===== src/rtl/hz_pkg.sv =====
package hz_pkg;

  typedef enum logic [1:0] {
    SRC_RF  = 2'd0,
    SRC_EXE = 2'd1,
    SRC_MEM = 2'd2,
    SRC_WB  = 2'd3
  } byp_src_e;

endpackage


===== src/rtl/hz_src_select.sv =====
module hz_src_select
  import hz_pkg::*;
#(
  parameter int REG_AW = 5
) (
  input  logic [REG_AW-1:0] rs_i,
  input  logic [REG_AW-1:0] exe_rd_i,
  input  logic              exe_we_i,
  input  logic              exe_load_i,
  input  logic [REG_AW-1:0] mem_rd_i,
  input  logic              mem_we_i,
  input  logic              mem_load_i,
  input  logic [REG_AW-1:0] wb_rd_i,
  input  logic              wb_we_i,
  output byp_src_e          sel_o,
  output logic              load_wait_o
);

  logic rs_live;
  logic hit_exe, hit_mem, hit_wb;

  assign rs_live = (rs_i != '0);
  assign hit_exe = rs_live && exe_we_i && (exe_rd_i == rs_i);
  assign hit_mem = rs_live && mem_we_i && (mem_rd_i == rs_i);
  assign hit_wb  = rs_live && wb_we_i  && (wb_rd_i  == rs_i);

  always_comb begin
    sel_o       = SRC_RF;
    load_wait_o = 1'b0;
    if (hit_exe) begin
      sel_o       = SRC_EXE;
      load_wait_o = exe_load_i;
    end else if (hit_mem) begin
      sel_o       = SRC_MEM;
      load_wait_o = mem_load_i;
    end else if (hit_wb) begin
      sel_o       = SRC_WB;
    end
  end

endmodule


===== src/rtl/hz_flow_ctl.sv =====
module hz_flow_ctl #(
  parameter int NUM_SRC = 2,
  parameter int PC_W    = 32
) (
  input  logic [NUM_SRC-1:0] load_wait_i,
  input  logic               br_taken_i,
  input  logic [PC_W-1:0]    br_target_i,
  output logic               stall_o,
  output logic               bubble_o,
  output logic               annul_o,
  output logic               redirect_o,
  output logic [PC_W-1:0]    redirect_pc_o
);

  logic any_wait;

  assign any_wait      = |load_wait_i;
  assign annul_o       = br_taken_i;
  assign redirect_o    = br_taken_i;
  assign redirect_pc_o = br_taken_i ? br_target_i : '0;
  assign stall_o       = any_wait && !br_taken_i;
  assign bubble_o      = any_wait || br_taken_i;

endmodule


===== src/rtl/hz_bypass_ctl.sv =====
module hz_bypass_ctl
  import hz_pkg::*;
#(
  parameter int REG_AW  = 5,
  parameter int NUM_SRC = 2,
  parameter int PC_W    = 32
) (
  input  logic [NUM_SRC-1:0][REG_AW-1:0] dec_rs_i,
  input  logic [REG_AW-1:0]              exe_rd_i,
  input  logic                           exe_we_i,
  input  logic                           exe_load_i,
  input  logic [REG_AW-1:0]              mem_rd_i,
  input  logic                           mem_we_i,
  input  logic                           mem_load_i,
  input  logic [REG_AW-1:0]              wb_rd_i,
  input  logic                           wb_we_i,
  input  logic                           exe_br_taken_i,
  input  logic [PC_W-1:0]                exe_br_target_i,
  output logic [NUM_SRC-1:0][1:0]        byp_sel_o,
  output logic                           stall_o,
  output logic                           exe_bubble_o,
  output logic                           annul_o,
  output logic                           redirect_o,
  output logic [PC_W-1:0]                redirect_pc_o
);

  logic [NUM_SRC-1:0] load_wait;

  for (genvar s = 0; s < NUM_SRC; s++) begin : g_src
    byp_src_e sel;
    hz_src_select #(.REG_AW(REG_AW)) u_sel (
      .rs_i        (dec_rs_i[s]),
      .exe_rd_i    (exe_rd_i),
      .exe_we_i    (exe_we_i),
      .exe_load_i  (exe_load_i),
      .mem_rd_i    (mem_rd_i),
      .mem_we_i    (mem_we_i),
      .mem_load_i  (mem_load_i),
      .wb_rd_i     (wb_rd_i),
      .wb_we_i     (wb_we_i),
      .sel_o       (sel),
      .load_wait_o (load_wait[s])
    );
    assign byp_sel_o[s] = sel;
  end

  hz_flow_ctl #(.NUM_SRC(NUM_SRC), .PC_W(PC_W)) u_flow (
    .load_wait_i   (load_wait),
    .br_taken_i    (exe_br_taken_i),
    .br_target_i   (exe_br_target_i),
    .stall_o       (stall_o),
    .bubble_o      (exe_bubble_o),
    .annul_o       (annul_o),
    .redirect_o    (redirect_o),
    .redirect_pc_o (redirect_pc_o)
  );

endmodule


===== config.mk =====
export PLATFORM = sky130hd
export DESIGN_NAME = hz_bypass_ctl
export DESIGN_NICKNAME = d
export VERILOG_FILES = /design/src/rtl/hz_pkg.sv /design/src/rtl/hz_src_select.sv /design/src/rtl/hz_flow_ctl.sv /design/src/rtl/hz_bypass_ctl.sv
export SDC_FILE = /design/constraint.sdc
export NUM_CORES = 1
export LEC_CHECK = 0
export ABC_AREA = 1
export BUFFER_PORTS_ARGS = -buffer_cell sky130_fd_sc_hd__buf_4
export CORE_MARGIN = 8
export CORE_UTILIZATION = 37
export DETAILED_ROUTE_END_ITERATION = 7
export GPL_ROUTABILITY_DRIVEN = 0
export PLACE_DENSITY = 0.91
export SLEW_MARGIN = 10
export SYNTH_ARGS = -nofsm -noshare
export SYNTH_HDL_FRONTEND = slang
export SYNTH_SLANG_ARGS = --single-unit

===== constraint.sdc =====
create_clock -name vclk -period 1.46
set_clock_uncertainty 0.1 [all_clocks]
set_input_delay 0.292 -clock vclk [all_inputs]
set_output_delay 0.292 -clock vclk [all_outputs]
set_load 0.01 [all_outputs]

==> results by group <==
Drt
  • Via density per instance: about 5.1
  • Post-route DRC: 0
  • Routed WL: 6490 µm
  • Via Count: roughly 1800
  • Wire per inst: 18.2 µm
  • Pre-Repair DR Iteration Count: 5
  • Starting DRT DRC Count: 171
  • Antenna Nets Post-Route: 0

Clock tree
  • Hold_buf cts: 0

Global route
  • GRT Overall Usage: between 10% and 20%
  • Initial antenna violation count: 0
  • Total gr overflow: 0
  • Global-route wire length before repair: 7310 µm
  • M2 GR Usage: a little under two fifths
  • Largest net degree at the start of global routing: 37
  • Vias in the first global route: 1626
  • GR peak layer: met2
  • Met1 usage in global routing: approximately 22%
  • GR met3 Demand/Resource: approximately 3.5%

Worst setup path
  • Worst path arrival time: 1430 ps
  • Endpoint class of the critical path: primary output
  • Critical path launch point type: input pin
  • Worst-path maximum fanout: 4
  • Worst Path Required: 1070 ps
  • Setup CP Type: in2out

Cells and area
  • Seq cells: 0
  • Most common cell after layout, fill and taps aside: buf_4
  • Area Overhead vs Synth: 136%
  • Commonest cells after routing, fill and taps aside: buf_4 (84), nand2_1 (64), nand2_2 (39)
  • N_diodes: 0
  • # fillers: ~100
  • Multi-input gate area: approximately 940 µm²
  • Share of cells above drive strength 1: 64.2%
  • Fin util: between 90% and 100%
  • Register area: 0 µm²
  • Final std cells w/o fill: 357
  • CLK BUF: 0
  • Final net count: a little under 400

Logic synthesis
  • Ys Warns: 0
  • Yosys cell types: 27
  • Cell Area, Synth: 971 µm²
  • Mapped Nets: between 200 and 300
  • Syn Inst Count: 220
  • Post-synthesis sequential area ratio: 0%
  • Avg Synthesized Cell Area: 4.41 µm²

Timing
  • Fin crit share: 125%
  • Worst Slack Setup Final: -363 ps
  • Final setup viols: 6
  • Fmax: 549 MHz
  • Worst rel slew slack: 78.0%
  • Slew Limit Fails: 0
  • RSZ-0062 raised after global routing: yes
  • Final Hold Viols: 0
  • Tightest Pin Transition: about 330 ps
  • Setup total negative slack: -1760 ps
  • Final Critical Period: roughly 1800 ps

Min path
  • Hold path startpoint: exe_br_target_i[0]
  • Worst min-delay path class: in2out
  • Hold depth: 4
  • Endpoint, Worst Hold: redirect_pc_o[0]

Placement
  • Dpl hpwl: roughly 3800 µm
  • Placed Cells: roughly 350
  • I/O Buffers: between 100 and 150

Floorplan
  • Die Y: a little under 70 µm
  • Ports: ~100
  • Row cnt: 18
  • Die area: roughly 0.0045 mm²
  • Die X: between 60 and 70 µm
  • Initial Util: 39.2%
  • Core Footprint: around 0.0025 mm²

Status
  • Outcome: complete, but fails checks
  • Failing checks: setup timing

Power and ir drop
  • PD cells: 300 mW/mm²
  • Worst VDD drop: approximately 0.3 mV
  • Leakage: 0.00143 µW

Run
  • Max cap viols: 0
## through the flow
stage               hold slack (ps)  cell area [µm²]  setup slack, ps  total power (µW)
floorplan                       573              971             56.4               215
global placement                744             1790             -251               484
detailed placement              747             1790             -287               490
CTS                             747             2000             -198               552
global route                    751             2290             -444               726
finish                          745             2290             -363               686
## cell type report
class | instances | area share, %
Inverter | 59 | 12.1
Tap cell | 30 | 1.64
Timing Repair Buffer | 113 | 45.3
Multi-Input combinational cell | 155 | 41.0
## critical path, stage by stage
cell     delay [ps]
buf_6           110
inv_6            50
nand2_2          60
nand2_2          60
nor2_2          120
nand2_1          70
nor2_2          160
nand2_2         100
nand2_2          80
nand2_2          60
a21oi_2         130
buf_4           130
## per-layer routing
metal	wire [µm]	vias to the layer above
met4	195	0
met3	524	16
met5	0	-
li1	-	839
met2	3480	123
met1	2290	846
## power by group
group          switching, µW  internal, µW
Sequential                 0             0
Combinational            343           343
Clock                      0             0
Total                    343           343
## what timing repair did
item | CTS | global route
setup buffers | 1 | 3
pin swaps | 15 | 44
gates cloned | 0 | 0
gates resized for setup | 63 | 85
setup endpoints to repair | 6 | 6
## cells by family (layout without fill, tap and decap cells)
family                 Yosys count  in the layout  synth area share (%)
AO/OA/AOI/OAI                    9              9                  6.19
buffers and inverters           65            172                  27.1
AND/OR/NAND/NOR                141            141                  62.2
XOR/XNOR                         5              5                  4.51
## cells in the mapped netlist, drive strengths merged
cell     number  area (µm²)
or2           1        6.26
xnor2         2        17.5
inv          58         218
nand3         3        20.0
o21ai         1        5.00
nor2         21         104
clkbuf        2        7.51
o2111ai       2        17.5
clkinv        1        3.75
nand3b        1        7.51
xor2          3        26.3
nand2       112         448
o22ai         1        6.26
a21oi         4        23.8
o31ai         1        7.51
nand4         1        6.26
nor3          1        5.00
buf           4        33.8
nor3b         1        7.51
## how the worst max path moves through the flow
stage | startpoint | endpoint | slack (ps)
6_report | dec_rs_i[7] | stall_o | -360
3_5_place_dp | dec_rs_i[4] | stall_o | -290
2_1_floorplan | dec_rs_i[9] | byp_sel_o[2] | 60
4_1_cts | dec_rs_i[0] | stall_o | -200
5_1_grt | dec_rs_i[7] | stall_o | -440
3_3_place_gp | dec_rs_i[4] | exe_bubble_o | -250
(Power assumes the default switching activity.)
